## src/rtl/bjg_pkg.sv

```systemverilog
// Shared definitions for the UART baud generator with per-bit jitter.
// Assumes a frame of at most 12 bit positions and 16 ticks per nominal bit.
package bjg_pkg;

    // Oversampling ticks in a bit without adjustment
    localparam int SUB_TICKS = 16;

    // Per-bit adjustment code; the spare code behaves as no adjustment
    typedef enum logic [1:0] {
        JIT_NONE    = 2'b00,
        JIT_STRETCH = 2'b01,
        JIT_SHRINK  = 2'b10,
        JIT_SPARE   = 2'b11
    } jit_code_e;

    // Bits in a frame: start + data + optional parity + stop
    function automatic logic [3:0] frame_bits(input logic [1:0] data_code,
                                              input logic       par_en,
                                              input logic       stop_sel);
        return 4'd1 + (4'd5 + {2'b00, data_code}) + {3'b000, par_en}
               + (4'd1 + {3'b000, stop_sel});
    endfunction

endpackage

```

## src/rtl/bjg_prescaler.sv

```systemverilog
// Divides the clock down to the oversampling tick.
// Assumes div_m1 is stable while run is high (the caller holds a captured copy).
module bjg_prescaler #(
    parameter int DIV_W = 8
) (
    input  logic             clk,
    input  logic             rst_n,
    input  logic             clear,
    input  logic             restart,
    input  logic             run,
    input  logic [DIV_W-1:0] div_m1,
    output logic             tick
);

    logic [DIV_W-1:0] pre_cnt;

    // Count clock cycles within one tick, wrapping at the divisor
    always_ff @(posedge clk) begin
        if (!rst_n || clear || restart) begin
            pre_cnt <= '0;
        end else if (run) begin
            pre_cnt <= (pre_cnt == div_m1) ? '0 : pre_cnt + 1'b1;
        end
    end

    assign tick = run && (pre_cnt == div_m1);


    tick_gap_chk: assert property (@(posedge clk) disable iff (!rst_n)
        (tick && (div_m1 != '0) && !restart && !clear) |=> !tick);

endmodule

```

## src/rtl/bjg_bit_timer.sv

```systemverilog
// Counts oversampling ticks within one bit and flags the end of the bit.
// The bit length is 16 ticks, one more for a stretch code, one less for a
// shrink code. Assumes code is stable between bit boundaries.
module bjg_bit_timer
    import bjg_pkg::*;
#(
    parameter int SUB = SUB_TICKS
) (
    input  logic       clk,
    input  logic       rst_n,
    input  logic       clear,
    input  logic       restart,
    input  logic       tick,
    input  logic [1:0] code,
    output logic       bit_end
);

    localparam int TCNT_W = $clog2(SUB + 2);

    logic [TCNT_W-1:0] tick_cnt;
    logic [TCNT_W-1:0] last_tick;

    // Index of the final tick of this bit, from the adjustment code
    always_comb begin
        unique case (jit_code_e'(code))
            JIT_STRETCH: last_tick = TCNT_W'(SUB);
            JIT_SHRINK:  last_tick = TCNT_W'(SUB - 2);
            default:     last_tick = TCNT_W'(SUB - 1);
        endcase
    end

    assign bit_end = tick && (tick_cnt == last_tick);

    // Count ticks inside the bit, back to zero at the boundary
    always_ff @(posedge clk) begin
        if (!rst_n || clear || restart) begin
            tick_cnt <= '0;
        end else if (tick) begin
            tick_cnt <= bit_end ? '0 : tick_cnt + 1'b1;
        end
    end


    tick_hold_chk: assert property (@(posedge clk) disable iff (!rst_n)
        (!tick && !clear && !restart) |=> $stable(tick_cnt));


    tick_limit_chk: assert property (@(posedge clk) disable iff (!rst_n)
        tick_cnt <= TCNT_W'(SUB));

endmodule

```

## src/rtl/bjg_frame_seq.sv

```systemverilog
// Frame sequencer: captures the settings on a start, tracks the bit index,
// and flags the last bit. Assumes len_in lies between 1 and MAX_BITS.
module bjg_frame_seq #(
    parameter int MAX_BITS = 12,
    parameter int DIV_W    = 8,
    parameter int IDX_W    = 4
) (
    input  logic                  clk,
    input  logic                  rst_n,
    input  logic                  clear,
    input  logic                  start,
    input  logic [DIV_W-1:0]      div_in,
    input  logic [2*MAX_BITS-1:0] jit_in,
    input  logic [IDX_W-1:0]      len_in,
    input  logic                  bit_end,
    output logic                  busy,
    output logic [IDX_W-1:0]      bit_idx,
    output logic [DIV_W-1:0]      div_q,
    output logic [1:0]            code_cur,
    output logic                  frame_done
);

    logic [2*MAX_BITS-1:0] jit_q;
    logic [IDX_W-1:0]      len_q;

    assign frame_done = busy && bit_end && (bit_idx == (len_q - IDX_W'(1)));
    assign code_cur   = jit_q[2*int'(bit_idx) +: 2];

    // Run state and bit position through the frame
    always_ff @(posedge clk) begin
        if (!rst_n || clear) begin
            busy    <= 1'b0;
            bit_idx <= '0;
        end else if (start) begin
            busy    <= 1'b1;
            bit_idx <= '0;
        end else if (frame_done) begin
            busy    <= 1'b0;
            bit_idx <= '0;
        end else if (busy && bit_end) begin
            bit_idx <= bit_idx + 1'b1;
        end
    end

    // Hold the frame settings from the accepted start
    always_ff @(posedge clk) begin
        if (!rst_n) begin
            div_q <= '0;
            jit_q <= '0;
            len_q <= IDX_W'(1);
        end else if (start) begin
            div_q <= div_in;
            jit_q <= jit_in;
            len_q <= len_in;
        end
    end


    idx_range_chk: assert property (@(posedge clk) disable iff (!rst_n)
        busy |-> (bit_idx < len_q));


    done_idle_chk: assert property (@(posedge clk) disable iff (!rst_n)
        (frame_done && !start && !clear) |=> (!busy && bit_idx == '0));


    cfg_hold_chk: assert property (@(posedge clk) disable iff (!rst_n)
        (busy && !start) |=> ($stable(div_q) && $stable(jit_q) && $stable(len_q)));

endmodule

```

## src/rtl/uart_baud_jitter.sv

```systemverilog
// UART baud generator with per-bit jitter: oversampling tick, bit boundary,
// bit index and end of frame for one direction of a UART.
// Assumes frame_start is a single-cycle pulse; enable low acts as a clear.
module uart_baud_jitter #(
    parameter int DIV_W    = 8,
    parameter int MAX_BITS = 12,
    parameter int IDX_W    = $clog2(MAX_BITS + 1)
) (
    input  logic                  clk,
    input  logic                  rst_n,
    input  logic                  enable,
    input  logic                  frame_start,
    input  logic [DIV_W-1:0]      div_m1,
    input  logic [2*MAX_BITS-1:0] jitter_word,
    input  logic [1:0]            data_len_code,
    input  logic                  parity_en,
    input  logic                  stop_code,
    output logic                  sample_tick,
    output logic                  bit_end,
    output logic [IDX_W-1:0]      bit_index,
    output logic                  frame_done,
    output logic                  busy
);

    logic             start_acc;
    logic             clr;
    logic [IDX_W-1:0] frame_len;
    logic [DIV_W-1:0] div_cap;
    logic [1:0]       cur_code;

    assign start_acc = enable && frame_start;
    assign clr       = !enable;
    assign frame_len = IDX_W'(bjg_pkg::frame_bits(data_len_code, parity_en, stop_code));

    bjg_frame_seq #(
        .MAX_BITS (MAX_BITS),
        .DIV_W    (DIV_W),
        .IDX_W    (IDX_W)
    ) seq_i (
        .clk        (clk),
        .rst_n      (rst_n),
        .clear      (clr),
        .start      (start_acc),
        .div_in     (div_m1),
        .jit_in     (jitter_word),
        .len_in     (frame_len),
        .bit_end    (bit_end),
        .busy       (busy),
        .bit_idx    (bit_index),
        .div_q      (div_cap),
        .code_cur   (cur_code),
        .frame_done (frame_done)
    );

    bjg_prescaler #(
        .DIV_W (DIV_W)
    ) pre_i (
        .clk     (clk),
        .rst_n   (rst_n),
        .clear   (clr),
        .restart (start_acc),
        .run     (busy),
        .div_m1  (div_cap),
        .tick    (sample_tick)
    );

    bjg_bit_timer #(
        .SUB (bjg_pkg::SUB_TICKS)
    ) tmr_i (
        .clk     (clk),
        .rst_n   (rst_n),
        .clear   (clr),
        .restart (start_acc),
        .tick    (sample_tick),
        .code    (cur_code),
        .bit_end (bit_end)
    );


    end_on_tick_chk: assert property (@(posedge clk) disable iff (!rst_n)
        bit_end |-> sample_tick);


    done_on_end_chk: assert property (@(posedge clk) disable iff (!rst_n)
        frame_done |-> bit_end);


    off_quiet_chk: assert property (@(posedge clk) disable iff (!rst_n)
        !enable |=> (!busy && !sample_tick && !frame_done));


    idle_quiet_chk: assert property (@(posedge clk) disable iff (!rst_n)
        !busy |-> (!sample_tick && !bit_end && bit_index == '0));

endmodule

```

## config.mk

```make
export PLATFORM = sky130hd
export DESIGN_NAME = uart_baud_jitter
export DESIGN_NICKNAME = d
export VERILOG_FILES = /design/src/rtl/bjg_pkg.sv /design/src/rtl/bjg_prescaler.sv /design/src/rtl/bjg_bit_timer.sv /design/src/rtl/bjg_frame_seq.sv /design/src/rtl/uart_baud_jitter.sv
export SDC_FILE = /design/constraint.sdc
export NUM_CORES = 1
export LEC_CHECK = 0
export ABC_AREA = 0
export ABC_CLOCK_PERIOD_IN_PS = 2470
export BUFFER_PORTS_ARGS = -buffer_cell sky130_fd_sc_hd__buf_2
export CORE_UTILIZATION = 35
export DETAILED_ROUTE_END_ITERATION = 8
export PLACE_DENSITY = 0.56
export SYNTH_ARGS = -nofsm -noshare
export SYNTH_HDL_FRONTEND = slang
export SYNTH_SLANG_ARGS = --single-unit
```

## constraint.sdc

```tcl
create_clock -name clk -period 2.47 [get_ports clk]
set_clock_uncertainty 0.15 [all_clocks]
set_input_delay 0 -clock clk [delete_from_list [all_inputs] [get_ports clk]]
set_output_delay 0 -clock clk [all_outputs]
set_load 0.02 [all_outputs]
```

==> results of run 1 <==
[kinds of logic after synthesis]
| family | synth area share [%] |
|---|---|
| AO/OA/AOI/OAI | 13.1 |
| adder cells (fa/ha/maj) | 4.58 |
| XOR/XNOR | 7.92 |
| multiplexers | 6.78 |
| AND/OR/NAND/NOR | 21.6 |
| buffers and inverters | 4.77 |
| flip-flops | 41.2 |
[layer usage]
layer / global-route usage (%) / up-vias / wire, um
li1: - / 1225 / -
met1: 23.6 / 1090 / 3110
met2: 28.3 / 46 / 2900
met3: 3.17 / 5 / 196
met4: 4.69 / 0 / 57
met5: 0 / - / 0
[worst reg2reg max path, stage by stage (launching register included)]
cell and delay [ns]:
dfxtp_4 0.42, buf_12 0.11, mux4_2 0.50, a31oi_2 0.26, ha_4 0.19, mux2i_4 0.25
nand2_4 0.10, buf_4 0.18, buf_4 0.14, o21ai_2 0.10, a21oi_1 0.09
[final timing paths]
path                                         end              from  cells after the start
worst min-delay path              seq_i.len_q[3]         parity_en                      4
worst max register to register  seq_i.bit_idx[0]  seq_i.bit_idx[0]                     10
worst min register to register   seq_i.jit_q[11]   seq_i.jit_q[11]                      2
worst max-delay path                     bit_end  seq_i.bit_idx[0]                      9
[report_power, final]
part	total, mW	internal, mW	switching (mW)
logic	0.253	0.130	0.123
registers	0.918	0.899	0.0193
clock network	0.530	0.206	0.324
total	1.70	1.24	0.466
[cell type report]
cell class	count	area, sq um
Clock buffer	5	68.8
Clock inverter	3	25.0
Fill cell	718	3660
Inverter	12	47.5
Multi-Input combinational cell	226	1480
Sequential cell	54	1080
Tap cell	99	124
Timing Repair Buffer	101	762
[sequential cells by signal, indices dropped and copies added (netlist names)]
name	count
seq_i.len_q	4
seq_i.bit_idx	4
pre_i.pre_cnt	8
tmr_i.tick_cnt	5
seq_i.jit_q	24
seq_i.busy	1
seq_i.div_q	8
[cell usage in the layout (no fill, tap or decap), types with 2 or more instances in the layout]
| cell | Yosys | layout |
|---|---|---|
| nand2_1 | 77 | 75 |
| dfxtp_1 | 54 | 53 |
| buf_2 | 2 | 45 |
| a21oi_1 | 44 | 43 |
| dlygate4sd3_1 | 0 | 37 |
| nor2_1 | 16 | 15 |
| buf_4 | 0 | 15 |
| xor2_1 | 11 | 11 |
| inv_1 | 10 | 10 |
| xnor2_1 | 10 | 9 |
| nand3_1 | 8 | 8 |
| ha_1 | 8 | 7 |
| mux4_2 | 6 | 6 |
| nor3_1 | 5 | 5 |
| nand4_1 | 5 | 5 |
| clkbuf_8 | 0 | 5 |
| nand2_2 | 3 | 4 |
| a21oi_2 | 2 | 3 |
| o21ai_2 | 2 | 3 |
| nand4b_1 | 3 | 3 |
| o31ai_1 | 3 | 3 |
| buf_6 | 2 | 3 |
| mux2i_1 | 2 | 2 |
| a211oi_1 | 2 | 2 |
| o21ai_1 | 3 | 2 |
[per-stage QoR]
| stage | hold WS, ns | std cells | util (%) |
|---|---|---|---|
| after floorplan | -0.0611 | 308 | - |
| final | 0.0129 | 500 | 49.6 |
| after detailed placement | 0.0962 | 452 | 41.8 |
| after global routing | 0.0423 | 500 | 49.6 |
| after CTS | 0.0153 | 500 | 49.0 |
| after global placement | 0.0911 | 452 | 41.8 |
[timing repair]
| action | CTS | global route |
|---|---|---|
| setup endpoints to repair | 9 | 11 |
| hold buffers | 37 | 0 |
| gates cloned | 0 | 0 |
| pin swaps | 6 | 5 |
| buffers inserted | 3 | 0 |
| hold endpoints to repair | 47 | 0 |
| gates resized for setup | 7 | 7 |
==> impl_results.md, run 1 <==
- RSZ-0062 raised after global routing: yes
- Core ar.: 7250 sq um
- Area delta synth->final: 37.2%
- Reg2reg setup slack: -0.14 ns
- CTS H-tree lvls: 2
- Avg Cell Area, Syn: 8.51 sq um
- Synth Net Count: 357
- Count leader, synth: nand2_1
- Slew Limit Fails: 0
- Initial antenna violation count: 0
- Synth Flop Type: dfxtp_1
- Worst path cell trace: buf_12, mux4_2, a31oi_2, ha_4, mux2i_4, nand2_4, buf_6, nor2_4, buf_6
- Final instance area: 3600 sq um
- Setup violators final: 9
- Port buffer count: 47
- PwrDens: 473 nW/um^2
- Num Clock Sinks: 54
- Die width: 88.5 um
- Pre-CTS setup slack: -0.0911 ns
- Antenna diodes: 0
- Post-detail-place hpwl: 4310 um
- Violated checks: setup timing
- Residual DRC: 0
- Global-route wire length before repair: 10,400 um
- Tot GR Track Use: 17.3%
- Total Die Area: 7840 sq um
- Cell family with most CP delay: multiplexers
- Area contributors post-synth: dfxtp_1 (41%), nand2_1 (11%), a21oi_1 (8.4%)
- Seq cells post-synth: 54
- Worst-Skew Late Latency: 0.32 ns
- WP buf/inv: 3
- DRT Pass-1 Iters: 5
- Via count: 2,366
- Post-synth ARST share: 0%
- FMAX: 0.383 GHz
- Peak VDD IR: 0.000326 V
- Layout cell share with drive strength beyond 1: 25.2%
- Crit share post-route: 106%
- Starting Density: 36.1%
- Synth top area share: 41.2%
- Io pins: 48
- Cells after Synth: 308
- Pleak: 1.46 nW
- Outcome: finished, violations left
- Worst Slack Setup Final: -0.142 ns
- Crit end category: output pin
- DRT iter0 DRCs: 42
- Nets: 449
- Post-DR wirelength/cell: 12.5 um
- Final Hold Vio Count: 0
- Slew HR: 53.2%
- Crit start category: register
- Tmin final: 2.61 ns
- Synth unique cells: 42
- Critical-path maximum fanout: 6
- HP Class: input pin to register
- CTS Buf Count: 5
- Chip Height: 88.5 um
- Max cap viols: 0
- CTS Root Cell: clkbuf_8
- Vias in the first global route: 2,314
- Post-synthesis sequential area ratio: 41.2%
- Crit-path most repeated cell: buf_6
- Antenna viol nets, final: 0
- Synth top cells by count: nand2_1 (77), dfxtp_1 (54), a21oi_1 (44), nor2_1 (16), xor2_1 (11)
- Ys Warns: 0
- Routability Congestion: 0.701
- Post-route setup TNS: -1.13 ns
- Number of synthesized flops with an enable pin: 0
- Deepest clock path buffer count: 2
- Area leader, netlist: dfxtp_1
- Worst EP required: 2.32 ns
- Final WL: 6260 um
- Worst Tran Pin Value: 0.698 ns
- Tot Pwr: 1.70 mW
- Crit path largest cell delay: 0.50 ns
- Placed inst area: 3030 sq um
- Clk pin slew, worst setup/hold paths: 0.11 ns
- Vias per cell: 4.73
- CP Class: register to output pin
- GRT Residual Overflow: 0
- CTS tree: yes
- Synth Cell Area: 2620 sq um
- # rows: 31
- Critical-path top delay cell: mux4_2
- WP data arrival: 2.46 ns
- Largest net degree at the start of global routing: 41
Power figures use the tool's default switching activity.
==> run 2, diff against run 1 <==
RECOVER_POWER = 50   (was not set)
==> run 2 against run 1 <==
  * The flow still finishes with violations (setup timing)
  * Routed wire length is 0.11% higher
  * Worst hold slack hardly changed
  * Via count hardly changed
  * Sequential share of layout area hardly changed
  * Register-to-register slack hardly changed
  * Non-clock buffer count stayed put
  * Critical path type unchanged
  * Largest cell class unchanged
==> impl_results.md, run 2 (synthesis results as in run 1) <==
- Outcome: finished, violations left
- Violated checks: setup timing
- Clk pin slew, worst setup/hold paths: 0.11 ns
- Critical-path maximum fanout: 6
- Post-DR wirelength/cell: 12.5 um
- Global-route wire length before repair: 10,400 um
- Io pins: 48
- CTS Buf Count: 5
- DRT iter0 DRCs: 42
- Vias per cell: 4.73
- Port buffer count: 47
- Total Die Area: 7840 sq um
- GRT Residual Overflow: 0
- Deepest clock path buffer count: 2
- DRT Pass-1 Iters: 5
- Starting Density: 36.1%
- Slew HR: 53.2%
- Setup violators final: 9
- Critical-path top delay cell: mux4_2
- CTS Root Cell: clkbuf_8
- Top reg by flops: seq_i.jit_q
- RSZ-0062 raised after global routing: yes
- CTS H-tree lvls: 2
- Antenna viol nets, final: 0
- Pleak: 1.45 nW
- Via count: 2,365
- Layout cell share with drive strength beyond 1: 24.7%
- Routability Congestion: 0.701
- CTS tree: yes
- Nets: 449
- Slew Limit Fails: 0
- Peak VDD IR: 0.000326 V
- WP data arrival: 2.46 ns
- Final Hold Vio Count: 0
- Antenna diodes: 0
- Crit share post-route: 106%
- HP Class: input pin to register
- FMAX: 0.383 GHz
- Largest net degree at the start of global routing: 41
- Num Clock Sinks: 54
- PwrDens: 473 nW/um^2
- Worst path cell trace: buf_12, mux4_2, a31oi_2, ha_4, mux2i_4, nand2_4, buf_6, nor2_4, buf_6
- Vias in the first global route: 2,314
- Chip Height: 88.5 um
- Final WL: 6270 um
- Pre-CTS setup slack: -0.0911 ns
- Number of flip-flops under the largest register name: 24
- Post-detail-place hpwl: 4310 um
- Residual DRC: 0
- Largest regs: seq_i.jit_q (24), pre_i.pre_cnt (8), seq_i.div_q (8)
- Tmin final: 2.61 ns
- Core ar.: 7250 sq um
- # rows: 31
- Crit path largest cell delay: 0.50 ns
- Crit start category: register
- Max cap viols: 0
- Worst-Skew Late Latency: 0.32 ns
- Most frequent cells in the layout: nand2_1 (75), dfxtp_1 (53), a21oi_1 (43), buf_2 (43), dlygate4sd3_1 (37)
- Initial antenna violation count: 0
- Crit-path most repeated cell: buf_6
- Crit end category: output pin
- Worst EP required: 2.32 ns
- Post-route setup TNS: -1.12 ns
- Commonest non-fill, non-tap cell in the layout: nand2_1
- Die width: 88.5 um
- Worst Tran Pin Value: 0.698 ns
- CP Class: register to output pin
- Area delta synth->final: 37.1%
- Tot GR Track Use: 17.3%
- Worst Slack Setup Final: -0.143 ns
==> run 2: changes by cell type in the layout (fill, tap and decap cells not counted) <==
| cell | delta |
|---|---|
| buf_2 | -2 |
| clkbuf_1 | +2 |
==> run 2: cell type report <==
class                      count  area [sq um]
clock buffer                   5          68.8
clock inverter                 3          25.0
fill                         719          3660
inverter                      12          47.5
multi-input combinational    226          1480
sequential                    54          1080
tap                           99           124
timing repair buffer         101           759
==> run 2: layer usage <==
metal | vias up | track usage, % | share of wire [%]
li1 | 1224 | - | -
met1 | 1087 | 23.6 | 49
met2 | 49 | 28.3 | 47
met3 | 5 | 3.17 | 3.4
met4 | 0 | 4.69 | 0.91
met5 | - | 0 | 0
==> run 2: metrics by stage <==
stage	cells	cell area [sq um]	utilization, %	hold WS (ns)	power, mW
finish	500	3590	49.5	0.0128	1.70
global route	500	3590	49.5	0.0423	1.78
CTS	500	3560	49.0	0.0153	1.70
detailed placement	452	3030	41.8	0.0962	1.14
global placement	452	3030	41.8	0.0911	1.14
floorplan	308	2650	-	-0.0611	1.07
==> run 2: critical path: cells and delay by family (launching register included) <==
kind	cells	cell delay (ns)
adders and majority gates	1	0.19
and+or+nand+nor	2	0.16
AOI/OAI and AO/OA	1	0.26
DFF	1	0.42
buffers and inverters	3	0.35
muxes	2	0.75
==> run 2: timing repair <==
| action | 4_1_cts | 5_1_grt |
|---|---|---|
| buffers inserted | 3 | 0 |
| gates resized for setup | 7 | 7 |
| pin swaps | 6 | 5 |
| hold buffers | 37 | 0 |
| setup endpoints to repair | 9 | 11 |
| hold endpoints to repair | 47 | 0 |
==> run 2: power by group <==
group / internal, mW / switching, mW / total [mW]
clock: 0.206 / 0.324 / 0.530
combinational: 0.130 / 0.123 / 0.253
sequential: 0.899 / 0.0193 / 0.918
==> run 2: worst paths after layout <==
kind	slack, ns	from	endpoint	cells after the start
worst max-delay path	-0.14	seq_i.bit_idx[0]	bit_end	9
worst min-delay path	0.01	parity_en	seq_i.len_q[3]	4
worst max register to register	-0.14	seq_i.bit_idx[0]	tmr_i.tick_cnt[3]	10
worst min register to register	0.31	seq_i.jit_q[11]	seq_i.jit_q[11]	2
==> run 3, diff against run 2 <==
CELL_PAD_IN_SITES_DETAIL_PLACEMENT = 0   (was not set)
CELL_PAD_IN_SITES_GLOBAL_PLACEMENT = 2   (was not set)
CORE_UTILIZATION = 29   (was 35)
PLACE_DENSITY = 0.74   (was 0.56)
==> run 3 against run 2 <==
  * The flow still finishes with violations (setup timing)
  * Critical path depth grew 1
  * Worst setup slack worse by 0.042 ns
  * Clock-buffer cell count grew 1
  * Worst hold slack improved by 0.029 ns
  * Core utilization fell by 7.6 points
  * Via count is 1.2% higher
  * Routed wire length up 3.8%
  * Critical path type unchanged
==> impl_results.md, run 3 (synthesis results as in run 1) <==
- Global-route wire length before repair: 11,100 um
- CTS tree: yes
- Num Clock Sinks: 54
- Layout cell share with drive strength beyond 1: 26.5%
- Hold Path Depth: 4
- Placed instance count: 461
- Outcome: finished, violations left
- Vias in the first global route: 2,391
- Via count: 2,394
- Setup violators final: 10
- Initial antenna violation count: 0
- Antenna viol nets, final: 0
- Post-DR wirelength/cell: 12.6 um
- Crit share post-route: 107%
- Crit end category: output pin
- Final Hold Vio Count: 0
- Largest net degree at the start of global routing: 41
- Worst path cell trace: mux4_2, nand2_2, a21oi_2, a31oi_1, ha_2, xnor2_4, nand2_4, buf_6, nor2_4, buf_6
- PwrDens: 455 nW/um^2
- Final WL: 6510 um
- Violated checks: setup timing
- CTS Buf Count: 5
- Routability Congestion: 0.746
- Clk pin slew, worst setup/hold paths: 0.10 ns
- Crit path largest cell delay: 0.53 ns
- DRT iter0 DRCs: 67
- Peak VDD IR: 0.000215 V
- Worst EP required: 2.32 ns
- Non-Filler Instances: 515
- Final instance area: 3660 sq um
- Worst Tran Pin Value: 0.569 ns
- Cell family with most CP delay: multiplexers
- Hold_ws: 0.0419 ns
- Slew Limit Fails: 0
- Tot GR Track Use: 14.4%
- Tmin final: 2.65 ns
- Starting Density: 30.1%
- Commonest non-fill, non-tap cell in the layout: nand2_1
- Residual DRC: 0
- RSZ-0062 raised after global routing: yes
- Nets: 455
- Deepest clock path buffer count: 2
- GRT Residual Overflow: 0
- Area delta synth->final: 39.6%
- Total Die Area: 9420 sq um
- CTS H-tree lvls: 2
- CTS Root Cell: clkbuf_8
- # rows: 34
- Post-route setup TNS: -1.42 ns
- Number of flip-flops under the largest register name: 24
- Worst r2r src: seq_i.bit_idx[0]
- Worst Slack Setup Final: -0.185 ns
- Tot Pwr: 1.66 mW
- Worst-Skew Late Latency: 0.31 ns
- Max cap viols: 0
- Core ar.: 8720 sq um
- HP Class: input pin to register
- Post-detail-place hpwl: 4440 um
- DRT Pass-1 Iters: 4
- Largest regs: seq_i.jit_q (24), pre_i.pre_cnt (8), seq_i.div_q (8)
- Vias per cell: 4.65
- Crit-path most repeated cell: buf_6
- Top reg by flops: seq_i.jit_q
- Chip Height: 97.1 um
- Critical-path maximum fanout: 7
- Reg2Reg Depth: 11
- Slew HR: 61.8%
- WP data arrival: 2.50 ns
- CP Class: register to output pin
- Hold path start: parity_en
- FMAX: 0.377 GHz
- Most frequent cells in the layout: nand2_1 (75), dfxtp_1 (53), buf_2 (45), a21oi_1 (42), dlygate4sd3_1 (37)
- Placed inst area: 3040 sq um
- WP buf/inv: 2
- CP Launch Point: seq_i.bit_idx[0]
- Die width: 97.1 um
- Io pins: 48
- Filler cells: 901
- Pleak: 1.48 nW
- Critical-path top delay cell: mux4_2
- Levels on crit path: 10
- Antenna diodes: 0
- Crit start category: register
- Port buffer count: 47
[run 3: cell count changes in the layout (fill, tap and decap cells not counted), sizes merged]
cell      delta
buf          +7
clkinvlp     -1
[run 3: metrics by stage]
stage	util, %	worst slack, ns
floorplan	-	0.00637
global placement	34.9	-0.0543
detailed placement	34.9	-0.102
CTS	41.3	-0.265
global route	42.0	-0.311
finish	42.0	-0.185
[run 3: layout make-up]
class,count,area (sq um),share of cell area (%)
clock inverters,2,13.8,0.376
repair buffers,107,802,21.9
flip-flops and latches,54,1080,29.7
well taps,108,135,3.69
multi-input cells,226,1500,41.1
inverters,12,47.5,1.30
clock buffers,6,72.6,1.98
[run 3: worst paths after layout]
path | to | slack, ns
setup / recovery | bit_end | -0.18
hold / removal | seq_i.len_q[3] | 0.04
setup reg to reg | seq_i.busy | -0.17
hold reg to reg | seq_i.jit_q[10] | 0.31
[run 3: report_power, final]
| group | switching [mW] | internal, mW |
|---|---|---|
| clock network | 0.291 | 0.203 |
| logic | 0.124 | 0.128 |
| registers | 0.0199 | 0.899 |
| total | 0.435 | 1.23 |
[run 3: tightest hold or removal path, cell delays in order]
cell and delay, ns:
buf_2 0.10, ha_1 0.18, inv_1 0.09, a311oi_1 0.08
[run 3: what timing repair did]
action	4_1_cts	5_1_grt
cloned	0	0
hold buffers	37	0
gates resized for setup	12	10
endpoints found under the hold margin	46	0
setup buffers	8	3
pin swaps	11	5
endpoints found under the setup margin	11	12
[run 3: layer usage]
layer | part of all wire (%) | vias to the layer above | GRT usage (%)
met5 | 0 | - | 0
met4 | 0.85 | 0 | 3.79
met3 | 3.2 | 5 | 2.23
met2 | 47 | 46 | 25.0
met1 | 49 | 1103 | 18.6
li1 | - | 1240 | -
